--- config.mk ---
export PLATFORM = sky130hd
export DESIGN_NAME = pacer_timing_gen
export DESIGN_NICKNAME = d
export VERILOG_FILES = /design/src/rtl/pacer_pkg.sv /design/src/rtl/pacer_edge_sync.sv /design/src/rtl/pacer_reload_ctr.sv /design/src/rtl/pacer_timing_gen.sv
export SDC_FILE = /design/constraint.sdc
export NUM_CORES = 1
export LEC_CHECK = 0
export BUFFER_PORTS_ARGS = -buffer_cell sky130_fd_sc_hd__buf_2
export CAP_MARGIN = 40
export CORE_UTILIZATION = 45
export CTS_BUF_LIST = sky130_fd_sc_hd__clkbuf_8
export CTS_CLUSTER_SIZE = 8
export DETAILED_ROUTE_END_ITERATION = 7
export GPL_ROUTABILITY_DRIVEN = 0
export PLACE_DENSITY = 0.68
export RECOVER_POWER = 50
export SYNTH_ARGS = -nofsm -noshare
export SYNTH_HDL_FRONTEND = slang
export SYNTH_SLANG_ARGS = --single-unit
--- constraint.sdc ---
create_clock -name clk -period 2.4 [get_ports clk]
set_input_delay 0.12 -clock clk [delete_from_list [all_inputs] [get_ports clk]]
set_output_delay 0.12 -clock clk [all_outputs]
set_load 0.01 [all_outputs]
--- src/rtl/pacer_pkg.sv ---
package pacer_pkg;
  typedef enum logic {SRC_INTERNAL = 1'b0, SRC_EXTERNAL = 1'b1} trig_src_e;
  localparam int NUM_EXT      = 2;
  localparam int EXT_SCAN_IDX = 0;
  localparam int EXT_CONV_IDX = 1;
endpackage

--- src/rtl/pacer_edge_sync.sv ---
module pacer_edge_sync (
  input  logic clk,
  input  logic rst_n,
  input  logic async_in,
  output logic rise
);
  logic [2:0] pipe_q;

  always_ff @(posedge clk) begin
    if (!rst_n) pipe_q <= '0;
    else        pipe_q <= {pipe_q[1:0], async_in};
  end

  assign rise = pipe_q[1] & ~pipe_q[2];
endmodule

--- src/rtl/pacer_reload_ctr.sv ---
module pacer_reload_ctr #(
  parameter int W = 8
) (
  input  logic         clk,
  input  logic         rst_n,
  input  logic         load,
  input  logic         step,
  input  logic [W-1:0] reload,
  output logic         hit
);
  logic [W-1:0] cnt_q;

  assign hit = step && (cnt_q == '0);

  always_ff @(posedge clk) begin
    if (!rst_n)    cnt_q <= '0;
    else if (load) cnt_q <= reload;
    else if (step) cnt_q <= (cnt_q == '0) ? reload : cnt_q - 1'b1;
  end
endmodule

--- src/rtl/pacer_timing_gen.sv ---
module pacer_timing_gen
  import pacer_pkg::*;
#(
  parameter int SCAN_W = 24,
  parameter int CONV_W = 10,
  parameter int LEN_W  = 7,
  parameter int BLK_W  = 16
) (
  input  logic              clk,
  input  logic              rst_n,
  input  logic              tick_en,
  input  logic              sw_start,
  input  logic              sw_stop,
  input  logic              multi_chan,
  input  logic              scan_src_ext,
  input  logic              conv_src_ext,
  input  logic              stop_on_block,
  input  logic [SCAN_W-1:0] scan_reload,
  input  logic [CONV_W-1:0] conv_reload,
  input  logic [LEN_W-1:0]  burst_len_m1,
  input  logic [BLK_W-1:0]  block_reload,
  input  logic              ext_scan_trig,
  input  logic              ext_conv_trig,
  input  logic              sample_wr,
  output logic              running,
  output logic              conv_strobe,
  output logic              block_done,
  output logic              scan_overrun
);
  logic [NUM_EXT-1:0] ext_raw, ext_rise;
  trig_src_e scan_src, conv_src;
  logic run_q, burst_q, ovr_q, strobe_q, blk_q;
  logic scan_hit, conv_hit, last_conv, blk_evt;
  logic scan_evt, burst_conv_evt, conv_evt;
  logic stop_req, burst_open, scan_clash;

  assign ext_raw[EXT_SCAN_IDX] = ext_scan_trig;
  assign ext_raw[EXT_CONV_IDX] = ext_conv_trig;
  assign scan_src = trig_src_e'(scan_src_ext);
  assign conv_src = trig_src_e'(conv_src_ext);

  for (genvar i = 0; i < NUM_EXT; i++) begin : g_ext
    pacer_edge_sync u_sync (
      .clk(clk), .rst_n(rst_n), .async_in(ext_raw[i]), .rise(ext_rise[i])
    );
  end

  pacer_reload_ctr #(.W(SCAN_W)) u_scan_ctr (
    .clk(clk), .rst_n(rst_n), .load(!run_q), .step(run_q & tick_en),
    .reload(scan_reload), .hit(scan_hit)
  );

  pacer_reload_ctr #(.W(CONV_W)) u_conv_ctr (
    .clk(clk), .rst_n(rst_n), .load(!burst_q), .step(burst_q & tick_en),
    .reload(conv_reload), .hit(conv_hit)
  );

  pacer_reload_ctr #(.W(LEN_W)) u_len_ctr (
    .clk(clk), .rst_n(rst_n), .load(!burst_q), .step(burst_conv_evt),
    .reload(burst_len_m1), .hit(last_conv)
  );

  pacer_reload_ctr #(.W(BLK_W)) u_blk_ctr (
    .clk(clk), .rst_n(rst_n), .load(!run_q), .step(run_q & sample_wr),
    .reload(block_reload), .hit(blk_evt)
  );

  always_comb begin
    scan_evt       = run_q & ((scan_src == SRC_EXTERNAL) ? ext_rise[EXT_SCAN_IDX] : scan_hit);
    burst_conv_evt = burst_q & ((conv_src == SRC_EXTERNAL) ? ext_rise[EXT_CONV_IDX] : conv_hit);
    conv_evt       = multi_chan ? burst_conv_evt : scan_evt;
    burst_open     = multi_chan & scan_evt & ~burst_q;
    scan_clash     = multi_chan & scan_evt & burst_q;
    stop_req       = sw_stop | (stop_on_block & blk_evt);
  end

  always_ff @(posedge clk) begin
    if (!rst_n) begin
      run_q    <= 1'b0;
      burst_q  <= 1'b0;
      ovr_q    <= 1'b0;
      strobe_q <= 1'b0;
      blk_q    <= 1'b0;
    end else begin
      strobe_q <= conv_evt;
      blk_q    <= blk_evt;
      if (stop_req)      run_q <= 1'b0;
      else if (sw_start) run_q <= 1'b1;
      if (!run_q || stop_req) burst_q <= 1'b0;
      else if (burst_open)    burst_q <= 1'b1;
      else if (last_conv)     burst_q <= 1'b0;
      if (sw_start)        ovr_q <= 1'b0;
      else if (scan_clash) ovr_q <= 1'b1;
    end
  end

  assign running      = run_q;
  assign conv_strobe  = strobe_q;
  assign block_done   = blk_q;
  assign scan_overrun = ovr_q;
endmodule

==> out/qor.txt, run 1 <==
Outcome: finished, violations left
Violated checks: DRC
Synth area leader: dfxtp_1
Syn_area_per_cell: 7.906 sq um
PortBufs: 72
Post-CTS Setup Bufs: 0
Via count: 4466
Clk_skew: 7.995 ps
Drt pass-1 iters: 8
Clock Latency Late Sink: 350 ps
Drt wl/cell: 16.95 um
Num CTS Buffers: 9
Die Wd: 98.23 um
Ys async rst share: 0
Met3 Track Usage GR: 0.05727
Worst-path maximum fanout: 15
Via density: 6.186
Buffer levels on the longest clock path: 2
YS warnings: 0
Post-route minimum period: 2276 ps
Final Max Tran Viols: 0
Power Dens Cells: 586.0 nW/um^2
GRT Total Usage: 0.2662
Most common cell in the netlist: dfxtp_1
Global-route wire length before repair: 20.92 mm
RSZ-0062 raised after global routing: false
Setup_tns: 0 ps
Initial antenna violation count: 0
Grt ovf: 0
Largest net degree at the start of global routing: 39
Leak: 0.001912 uW
Startpoint Class: flop
# fillers: 875
Synth Instances: 527
Dpl hpwl: 8.860 mm
# Max-Cap Violations: 0
Main synth FF type: dfxtp_1
Initial Utilization: 0.4709
CP required: 2680 ps
Die Y-Extent: 98.23 um
Final WL: 12.24 mm
Class of the worst hold path: input port to flop
Clock Pin Slew Worst Setup and Hold Paths: 80 ps
Final net count: 685
Clock root buffer: clkbuf_8
Layout cells sized above 1: 0.2166
Residual DRC count: 2
TritonCTS clock tree: yes
Sequential-to-total area share from yosys stat: 0.3267
Total power of the final layout: 2919 uW
Arrival time worst endpoint: 2560 ps
Final Hold Fails: 0
Top cells by count, synth: dfxtp_1 (68), nand2_1 (49), nor2_1 (33)
Worst Hold Launch: scan_reload[7]
Area contributors post-synth: dfxtp_1 (33%), nand2_1 (4.4%), a21oi_1 (3.8%)
Final setup viols: 0
Most used routing layer: met2
Worst setup EP type: flop
TritonCTS sink count: 68
Worst Setup SP: u_scan_ctr.cnt_q[0]$_SDFFE_PN0P_
FF+latch count, synth: 68
Synth cell types: 63
R2r startpoint: u_scan_ctr.cnt_q[0]$_SDFFE_PN0P_
Worst slew margin: 0.5210
N_diodes: 0
Layout area overhead: 19.55%
Post-Syn Area: 4166 sq um
Final period utilization: 0.9483
H-tree Lvls: 3
Slew @ Worst Pin: 715.2 ps
Mapped Nets: 603
Peak supply drop: 333.1 uV
Core ar.: 8848 sq um
Vias in the first global route: 4377
EDFF count, synth: 0
1st-iter DRT viols: 246
Io pins: 73
Global Route met1 Usage: 0.3416
Rows: 34
Post-route ant nets: 0
Met2 Usage GRT: 0.4404
Die ar.: 9648 sq um
Top-area cell type share of the netlist area: 0.3267
Fmax: 439.4 MHz
Crit Path Class: flop to flop
[path summary, 6_finish.rpt]
path                                          endpoint  depth (start not counted)  slack, ps
hold / removal        u_scan_ctr.cnt_q[7]$_SDFFE_PN0P_                          3         10
setup / recovery     u_scan_ctr.cnt_q[15]$_SDFFE_PN0P_                          9        120
setup reg to reg     u_scan_ctr.cnt_q[15]$_SDFFE_PN0P_                          9        120
hold reg to reg   g_ext[0].u_sync.pipe_q[1]$_SDFF_PN0_                          1        440
[flip-flops by register name (all words and copies together) (netlist names), 6 cells and up]
name                 flops
g_ext.u_sync.pipe_q      6
u_len_ctr.cnt_q          7
u_scan_ctr.cnt_q        24
u_conv_ctr.cnt_q        10
u_blk_ctr.cnt_q         16
[critical path, cell delays in order, from the launching register on]
cell and delay [ps]:
dfxtp_1 340, inv_1 130, ha_1 180, nor4b_1 330, clkbuf_1 190, nand2_1 110, o21ai_0 210, clkbuf_2 370
nand3_1 160, a31oi_1 180
[layer usage]
| metal | vias to the layer above | share of wire |
|---|---|---|
| met4 | 0 | 0.022 |
| met1 | 2072 | 0.44 |
| met5 | - | 0 |
| met2 | 180 | 0.47 |
| met3 | 27 | 0.063 |
| li1 | 2187 | - |
[report_power, final]
group	internal, uW	switching [uW]
sequential	1200	90.7
clock	581	482
combinational	248	317
[final cells by class]
class | instances | area (sq um) | area share
Multi-Input combinational cell | 408 | 2610 | 0.5240
Sequential cell | 68 | 1361 | 0.2733
Timing Repair Buffer | 103 | 588.1 | 0.1181
Tap cell | 108 | 135.1 | 0.02713
Clock buffer | 9 | 123.9 | 0.02487
Clock inverter | 7 | 91.34 | 0.01834
Inverter | 19 | 71.32 | 0.01432
[kinds of logic after synthesis]
kind of cell,synth area share
AOI/OAI and AO/OA,0.2378
xor gates and xnor gates,0.01051
adders and majority gates,0.02102
buffers and inverters,0.04865
DFF,0.3267
muxes,0.02463
and+or+nand+nor,0.3306
[timing repair]
item | in CTS | in global routing
hold buffers | 5 | 0
endpoints found under the setup margin | 0 | 3
endpoints found under the hold margin | 6 | 0
resized for setup | 0 | 2
[through the flow]
| step | cell area [sq um] | hold slack, ps | worst slack [ps] | std cells | utilization |
|---|---|---|---|---|---|
| floorplan | 4167 | 199.3 | 289.0 | 527 | - |
| global placement | 4726 | 336.3 | 197.1 | 701 | 0.5341 |
| detailed placement | 4726 | 332.8 | 125.3 | 701 | 0.5341 |
| CTS | 4991 | 16.98 | 112.9 | 722 | 0.5641 |
| global route | 4981 | 10.42 | 24.12 | 722 | 0.5629 |
| finish | 4981 | 11.15 | 124.1 | 722 | 0.5629 |
[cells in the final DEF, fill, tap and decap left out, drive strengths merged, types with 5 or more instances in the layout]
master / n
mux2i: 8
a211oi: 7
nor2: 33
o22ai: 9
o311ai: 8
nand3b: 5
xnor2: 5
and2: 12
nand3: 32
a32oi: 5
inv: 19
nor3: 30
nand2: 49
dlygate4sd3: 5
clkbuf: 16
nor4: 19
ha: 7
o21ai: 27
a21oi: 33
nand4: 12
dfxtp: 68
a31oi: 17
buf: 91
or3: 5
nand2b: 8
or4: 10
and3: 8
No activity file was read; power rests on OpenSTA's default activity.
==> run 2: changes to the inputs <==
--- a/config.mk
+++ b/config.mk
@@ -5,6 +5,7 @@
 export SDC_FILE = /design/constraint.sdc
 export NUM_CORES = 1
 export LEC_CHECK = 0
+export ABC_AREA = 1
 export BUFFER_PORTS_ARGS = -buffer_cell sky130_fd_sc_hd__buf_2
 export CAP_MARGIN = 40
 export CORE_UTILIZATION = 45
==> run 2 against run 1 <==
Effect of this change:
- the flow now finishes without violations
- clock-buffer cell count increased by 2
- final area rose by 2.5%
- clock skew about the same
- core utilization decreased by 3.8 points
- cell count rose by 29%
- sequential share of layout area is 0.67 points lower
- register-to-register slack improved by 270 ps
- worst hold slack gained 12 ps
==> out/qor.txt, run 2 <==
Clock Power Share: 0.310 (was 0.364)
YS warnings: 0 (unchanged)
Worst slew margin: 0.4577 (was 0.5210)
Drt pass-1 iters: 5 (was 8)
Sequential-to-total area share from yosys stat: 0.3026 (was 0.3267)
Post-Syn Area: 4499 sq um (was 4166 sq um)
Fin util: 0.5248 (was 0.5629)
Ys async rst share: 0 (unchanged)
Met1 WL: 5.310 mm (was 5.425 mm)
Largest delay contributor family on the critical path: simple AND/OR/NAND/NOR gates (was buffers and inverters)
Via density: 5.084 (was 6.186)
Vias in the first global route: 4424 (was 4377)
Num CTS Buffers: 9 (unchanged)
Routed wl met2: 5.403 mm (was 5.765 mm)
CP required: 2680 ps (about the same)
Leak: 0.002421 uW (was 0.001912 uW)
Layout cells sized above 1: 0.1597 (was 0.2166)
Top cells by count, synth: nand2_1 (183), inv_1 (98), nor2_1 (72) (was dfxtp_1 (68), nand2_1 (49), nor2_1 (33))
Reg area: 1361 sq um (unchanged)
Final period utilization: 0.8355 (was 0.9483)
WP buf/inv: 1 (was 3)
Most frequent cells in the layout: nand2_1 (185), inv_1 (100), nor2_1 (73), a21oi_1 (69), buf_2 (69) (was buf_2 (69), dfxtp_1 (68), nand2_1 (49), nor2_1 (33))
Largest stage delay on the critical path: 540 ps (was 370 ps)
Clock Pin Slew Worst Setup and Hold Paths: 70 ps (was 80 ps)
Peak supply drop: 351.0 uV (was 333.1 uV)
Crit-path slowest cell: nand2_1 (was clkbuf_2)
PortBufs: 72 (unchanged)
Worst setup EP type: flop (unchanged)
Die ar.: 10400 sq um (was 9648 sq um)
Top flop regs: u_scan_ctr.cnt_q (24), u_blk_ctr.cnt_q (16), u_conv_ctr.cnt_q (10) (unchanged)
Largest register FFs: 24 (unchanged)
CP dominant cell by count: nand2_1
Die Wd: 102.0 um (was 98.23 um)
Area contributors post-synth: dfxtp_1 (30%), nand2_1 (15%), inv_1 (8.2%) (was dfxtp_1 (33%), nand2_1 (4.4%), a21oi_1 (3.8%))
Die Y-Extent: 102.0 um (was 98.23 um)
Residual DRC count: 0 (was 2)
Sw frac: 0.3250 (was 0.3047)
Reg2Reg Depth: 5 (was 9)
Clock Latency Late Sink: 350 ps (about the same)
RSZ-0062 raised after global routing: false (unchanged)
R2r startpoint: running$_SDFFE_PP0P_ (was u_scan_ctr.cnt_q[0]$_SDFFE_PN0P_)
Total power of the final layout: 2749 uW (was 2919 uW)
Dpl hpwl: 8.381 mm (was 8.860 mm)
1st-iter DRT viols: 223 (was 246)
Pint: 1856 uW (was 2030 uW)
Clk_skew: 8.412 ps (was 7.995 ps)
Worst R2R Setup Slack: 390 ps (was 120 ps)
Most common cell in the netlist: nand2_1 (was dfxtp_1)
Crit Path Class: flop to flop (unchanged)
Rows: 36 (was 34)
Buffer levels on the longest clock path: 2 (unchanged)
Startpoint Class: flop (unchanged)
Setup_tns: 0 ps (unchanged)
Global-route wire length before repair: 19.24 mm (was 20.92 mm)
Largest net degree at the start of global routing: 35 (was 39)
Via count: 4718 (was 4466)
Top reg by flops: u_scan_ctr.cnt_q (unchanged)
Initial Utilization: 0.4624 (was 0.4709)
CP Capture Point: u_blk_ctr.cnt_q[6]$_SDFFE_PN0P_ (was u_scan_ctr.cnt_q[15]$_SDFFE_PN0P_)
Final net count: 867 (was 685)
# Max-Cap Violations: 0 (unchanged)
Final setup viols: 0 (unchanged)
Outcome: complete, no violations (was finished, violations left)
Slew @ Worst Pin: 813.4 ps (was 715.2 ps)
Combinational power share: 0.223 (was 0.194)
Drt wl/cell: 12.28 um (was 16.95 um)
Synth area leader: dfxtp_1 (unchanged)
TritonCTS clock tree: yes (unchanged)
Final Hold Fails: 0 (unchanged)
Core ar.: 9729 sq um (was 8848 sq um)
Synth Instances: 721 (was 527)
Commonest non-fill, non-tap cell in the layout: nand2_1 (was buf_2)
Grt ovf: 0 (unchanged)
Multi-input combinational cell area: 2613 sq um (was 2610 sq um)
Final WL: 11.39 mm (was 12.24 mm)
Class of the worst hold path: input port to flop (unchanged)
Syn_area_per_cell: 6.240 sq um (was 7.906 sq um)
GRT Total Usage: 0.2351 (was 0.2662)
Layout area overhead: 13.49% (was 19.55%)
DR WL met3: 424 um (was 770 um)
Fmax: 498.7 MHz (was 439.4 MHz)
Crit-path cells: clkbuf_1, nand2_1, o21ai_0, nand2_1, a21oi_1 (was inv_1, ha_1, nor4b_1, clkbuf_1, nand2_1, o21ai_0, clkbuf_2, nand3_1, a31oi_1)
Post-CTS Setup Bufs: 0 (unchanged)
EDFF count, synth: 0 (unchanged)
Arrival time worst endpoint: 2280 ps (was 2560 ps)
PostCTS Resize Cnt: 0 (unchanged)
Initial antenna violation count: 0 (unchanged)
RR Endpoint: u_blk_ctr.cnt_q[6]$_SDFFE_PN0P_ (was u_scan_ctr.cnt_q[15]$_SDFFE_PN0P_)
Highest routed layer: met4 (unchanged)
Top-area cell type share of the netlist area: 0.3026 (was 0.3267)
Post-route minimum period: 2005 ps (was 2276 ps)
Final Max Tran Viols: 0 (unchanged)
Sequential power share: 0.467 (was 0.442)
Io pins: 73 (unchanged)
N_diodes: 0 (unchanged)
Worst-path maximum fanout: 18 (was 15)
# fillers: 1025 (was 875)
Mapped Nets: 797 (was 603)
Switching power: 893.4 uW (was 889.2 uW)
FF+latch count, synth: 68 (unchanged)
H-tree Lvls: 3 (unchanged)
Post-route ant nets: 0 (unchanged)
Synth cell types: 34 (was 63)
TritonCTS sink count: 68 (unchanged)
Power Dens Cells: 538.3 nW/um^2 (was 586.0 nW/um^2)
Clock root buffer: clkbuf_8 (unchanged)
WP depth: 5 (was 9)
Worst Setup SP: running$_SDFFE_PP0P_ (was u_scan_ctr.cnt_q[0]$_SDFFE_PN0P_)
Main synth FF type: dfxtp_1 (unchanged)
run 2: changes by cell type after synthesis, sizes merged, moves of 11 or more:
| cell | delta |
|---|---|
| a21oi | +40 |
| a31oi | -12 |
| and2 | -11 |
| clkbuf | -15 |
| inv | +81 |
| nand2 | +142 |
| nand3 | +28 |
| nor2 | +56 |
| nor3 | -24 |
| nor4 | -18 |
| o21ai | +33 |
run 2: tightest hold or removal path: stages:
cell	delay (ps)
buf_2	100
nand2_1	50
a21oi_1	50
run 2: cell type report:
cell class,instances,share of cell area
multi-input combinational,531,0.5116
clock buffer,11,0.02965
timing repair buffer,81,0.08258
clock inverter,4,0.003431
tap,133,0.03259
sequential,68,0.2666
inverter,100,0.07351
run 2: how the worst min path moves through the flow:
| stage | from | endpoint | slack (ps) | depth (start not counted) |
|---|---|---|---|---|
| floorplan | ext_scan_trig | g_ext[0].u_sync.pipe_q[0]$_SDFF_PN0_ | 220 | 2 |
| detailed placement | ext_scan_trig | g_ext[0].u_sync.pipe_q[0]$_SDFF_PN0_ | 320 | 3 |
| global placement | ext_scan_trig | g_ext[0].u_sync.pipe_q[0]$_SDFF_PN0_ | 320 | 3 |
| CTS | burst_len_m1[6] | u_len_ctr.cnt_q[6]$_SDFFE_PN0P_ | 10 | 3 |
| global route | burst_len_m1[6] | u_len_ctr.cnt_q[6]$_SDFFE_PN0P_ | 20 | 3 |
| finish | burst_len_m1[6] | u_len_ctr.cnt_q[6]$_SDFFE_PN0P_ | 20 | 3 |
run 2: cell families after synthesis:
logic type,count (synthesis),synth area share
simple gates,368,0.3738
compound gates,141,0.1649
buf+inv,122,0.1101
flops,68,0.3026
xor+xnor,15,0.02920
fa+ha+maj,7,0.01947
run 2: what timing repair did:
| item | CTS | global route |
|---|---|---|
| setup endpoints to repair | 0 | 0 |
| hold endpoints to repair | 2 | 0 |
| hold buffers | 2 | 0 |
run 2: metal layers:
metal	vias up	track usage
met5	-	0
met4	0	0.1176
met2	95	0.4032
li1	2448	-
met1	2155	0.2876
met3	20	0.03352
run 2: power groups by stage:
stage | Combinational (uW) | Sequential [uW] | Clock, uW
2_1_floorplan | 463 | 1290 | 0
3_3_place_gp | 604 | 1300 | 0
3_5_place_dp | 618 | 1310 | 0
4_1_cts | 623 | 1280 | 866
5_1_grt | 706 | 1290 | 924
6_report | 614 | 1280 | 851
run 2: through the flow:
stage	hold WS, ps	instances	instance area, sq um	setup slack [ps]
final	23.17	928	5106	394.9
after global placement	318.0	911	4959	537.1
after detailed placement	318.9	911	4959	482.0
after CTS	14.01	928	5147	473.4
after floorplan	217.6	721	4499	918.6
after global routing	19.57	928	5106	205.5
==> run 3: changes to the inputs <==
--- a/config.mk
+++ b/config.mk
@@ -13,7 +13,7 @@
 export CTS_CLUSTER_SIZE = 8
 export DETAILED_ROUTE_END_ITERATION = 7
 export GPL_ROUTABILITY_DRIVEN = 0
-export PLACE_DENSITY = 0.68
+export PLACE_DENSITY = 0.7
 export RECOVER_POWER = 50
 export SYNTH_ARGS = -nofsm -noshare
 export SYNTH_HDL_FRONTEND = slang
==> constraint.sdc (replaced) <==
create_clock -name clk -period 1.7 [get_ports clk]
set_input_delay 0.085 -clock clk [delete_from_list [all_inputs] [get_ports clk]]
set_output_delay 0.085 -clock clk [all_outputs]
set_load 0.01 [all_outputs]
==> run 3 against run 2 <==
Effect of this change:
- core utilization grew 3.5 points
- largest power group unchanged
- critical endpoint is now u_scan_ctr.cnt_q[9]$_SDFFE_PN0P_
- setup slack lost 310 ps
- cell count grew 2.7%
- critical path depth is 4 higher
- flip-flop and latch count is the same
- first-iteration DRC count decreased by 8.1%
- combinational power increased by 60%
- sequential share of layout area fell by 1.6 points
- routed wire length up 4.9%
- register-to-register slack got worse by 310 ps
- highest routed layer unchanged
==> out/qor.txt, run 3 (synthesis gave the netlist of run 2 again) <==
Power Dens Cells: 725.8 nW/um^2 (was 538.3 nW/um^2)
H-tree Lvls: 3 (unchanged)
Clock Pin Slew Worst Setup and Hold Paths: 80 ps (was 70 ps)
Clock root buffer: clkbuf_8 (unchanged)
Worst setup EP type: flop (unchanged)
Worst R2R Setup Slack: 80 ps (was 390 ps)
Crit Path Class: flop to flop (unchanged)
Final Hold Fails: 0 (unchanged)
Num CTS Buffers: 9 (unchanged)
Top reg by flops: u_scan_ctr.cnt_q (unchanged)
TritonCTS sink count: 68 (unchanged)
Arrival time worst endpoint: 1820 ps (was 2280 ps)
Worst Hold Launch: block_reload[3] (was burst_len_m1[6])
Via density: 5.045 (was 5.084)
Io pins: 73 (unchanged)
WP buf/inv: 2 (was 1)
Post-route ant nets: 0 (unchanged)
Final Max Tran Viols: 0 (unchanged)
# Max-Cap Violations: 0 (unchanged)
Initial antenna violation count: 0 (unchanged)
Commonest non-fill, non-tap cell in the layout: nand2_1 (unchanged)
CP required: 1900 ps (was 2680 ps)
Dpl hpwl: 8.557 mm (was 8.381 mm)
Fmax: 618.6 MHz (was 498.7 MHz)
Startpoint Class: flop (unchanged)
Grt ovf: 0 (unchanged)
Largest delay contributor family on the critical path: simple AND/OR/NAND/NOR gates (unchanged)
PortBufs: 72 (unchanged)
Largest register FFs: 24 (unchanged)
Clock Latency Late Sink: 350 ps (about the same)
Worst slew margin: 0.4581 (was 0.4577)
Via count: 4808 (was 4718)
Layout area overhead: 21.11% (was 13.49%)
Top flop regs: u_scan_ctr.cnt_q (24), u_blk_ctr.cnt_q (16), u_conv_ctr.cnt_q (10) (unchanged)
Layout cells sized above 1: 0.1988 (was 0.1597)
Buffer levels on the longest clock path: 2 (unchanged)
Leak: 0.002567 uW (was 0.002421 uW)
Core ar.: 9729 sq um (unchanged)
Worst-path maximum fanout: 20 (was 18)
Residual DRC count: 0 (unchanged)
Drt wl/cell: 12.54 um (was 12.28 um)
Largest net degree at the start of global routing: 35 (unchanged)
Final WL: 11.95 mm (was 11.39 mm)
R2r startpoint: u_scan_ctr.cnt_q[4]$_SDFFE_PN0P_ (was running$_SDFFE_PP0P_)
Die Wd: 102.0 um (unchanged)
Worst Setup SP: u_scan_ctr.cnt_q[4]$_SDFFE_PN0P_ (was running$_SDFFE_PP0P_)
Initial Utilization: 0.4624 (unchanged)
Rows: 36 (unchanged)
Crit-path slowest cell: dfxtp_1 (was nand2_1)
WP depth: 9 (was 5)
Reg2Reg Depth: 9 (was 5)
Min Hold Slack: 7.112 ps (was 23.17 ps)
Fin util: 0.5601 (was 0.5248)
TritonCTS clock tree: yes (unchanged)
N_diodes: 0 (unchanged)
Final period utilization: 0.9509 (was 0.8355)
Clk_skew: 8.472 ps (was 8.412 ps)
Post-route minimum period: 1617 ps (was 2005 ps)
Peak supply drop: 347.5 uV (was 351.0 uV)
Outcome: complete, no violations (unchanged)
CP Capture Point: u_scan_ctr.cnt_q[9]$_SDFFE_PN0P_ (was u_blk_ctr.cnt_q[6]$_SDFFE_PN0P_)
Die Y-Extent: 102.0 um (unchanged)
Die ar.: 10400 sq um (unchanged)
Final setup viols: 0 (unchanged)
Global-route wire length before repair: 19.82 mm (was 19.24 mm)
Largest stage delay on the critical path: 370 ps (was 540 ps)
Vias in the first global route: 4540 (was 4424)
Drt pass-1 iters: 6 (was 5)
Crit-path cells: nor2_2, nand2_2, nor2_4, nand3_4, nand2_8, inv_2, buf_12, o21ai_1, a21oi_1 (was clkbuf_1, nand2_1, o21ai_0, nand2_1, a21oi_1)
Slew @ Worst Pin: 812.0 ps (was 813.4 ps)
GRT Total Usage: 0.2401 (was 0.2351)
RR Endpoint: u_scan_ctr.cnt_q[9]$_SDFFE_PN0P_ (was u_blk_ctr.cnt_q[6]$_SDFFE_PN0P_)
Class of the worst hold path: input port to flop (unchanged)
Most frequent cells in the layout: nand2_1 (182), inv_1 (97), a21oi_1 (69), buf_2 (69), nor2_1 (67) (was nand2_1 (185), inv_1 (100), nor2_1 (73), a21oi_1 (69), buf_2 (69))
1st-iter DRT viols: 205 (was 223)
Final net count: 893 (was 867)
[run 3: power by group]
part	switching, uW	leakage (uW)	internal, uW	total, uW
Combinational	582	0.00192	398	980
Clock	624	0.0000866	541	1160
Sequential	109	0.000565	1700	1810
Total	1310	0.00257	2640	3960
[run 3: how the worst min path moves through the flow]
| stage | to | slack (ps) | cells after the start |
|---|---|---|---|
| 2_1_floorplan | g_ext[0].u_sync.pipe_q[0]$_SDFF_PN0_ | 180 | 2 |
| 3_5_place_dp | g_ext[0].u_sync.pipe_q[0]$_SDFF_PN0_ | 270 | 3 |
| 6_report | u_blk_ctr.cnt_q[3]$_SDFFE_PN0P_ | 7 | 3 |
| 5_1_grt | u_len_ctr.cnt_q[0]$_SDFFE_PN0P_ | 2 | 3 |
| 4_1_cts | u_len_ctr.cnt_q[0]$_SDFFE_PN0P_ | 0.09 | 3 |
| 3_3_place_gp | g_ext[1].u_sync.pipe_q[0]$_SDFF_PN0_ | 270 | 3 |
[run 3: final cells by class]
cell class                      instances  area, sq um
Sequential cell                        68         1364
Inverter                              100        375.4
Clock buffer                           10        137.6
Multi-Input combinational cell        531         2706
Clock inverter                          4        20.02
Tap cell                              133        166.4
Fill cell                             992         4280
Timing Repair Buffer                  107        679.4
[run 3: per-stage QoR]
step	area [sq um]	setup WS [ps]	power, uW	TNS [ps]	std cells
floorplan	4499	218.6	2472	0	721
global placement	5096	100.6	2735	0	926
detailed placement	5096	34.17	2758	0	926
CTS	5344	22.83	3933	0	949
global route	5449	-31.26	4197	-42.46	953
finish	5449	83.41	3955	0	953
[run 3: worst min-delay path: stages]
cell     delay (ps)
buf_2            70
o21ai_1          60
a21oi_1         100
[run 3: what timing repair did]
action | 4_1_cts | 5_1_grt
setup endpoints to repair | 0 | 43
gates resized for setup | 0 | 22
setup buffers | 0 | 4
hold buffers | 9 | 0
hold endpoints to repair | 8 | 0
[run 3: per-layer routing]
layer  up-vias  global-route usage  part of all wire
met4         0              0.1088             0.020
met1      2175              0.2881              0.45
met5         -                   0                 0
met2       111              0.4161              0.48
met3        20             0.04446             0.046
li1       2502                   -                 -
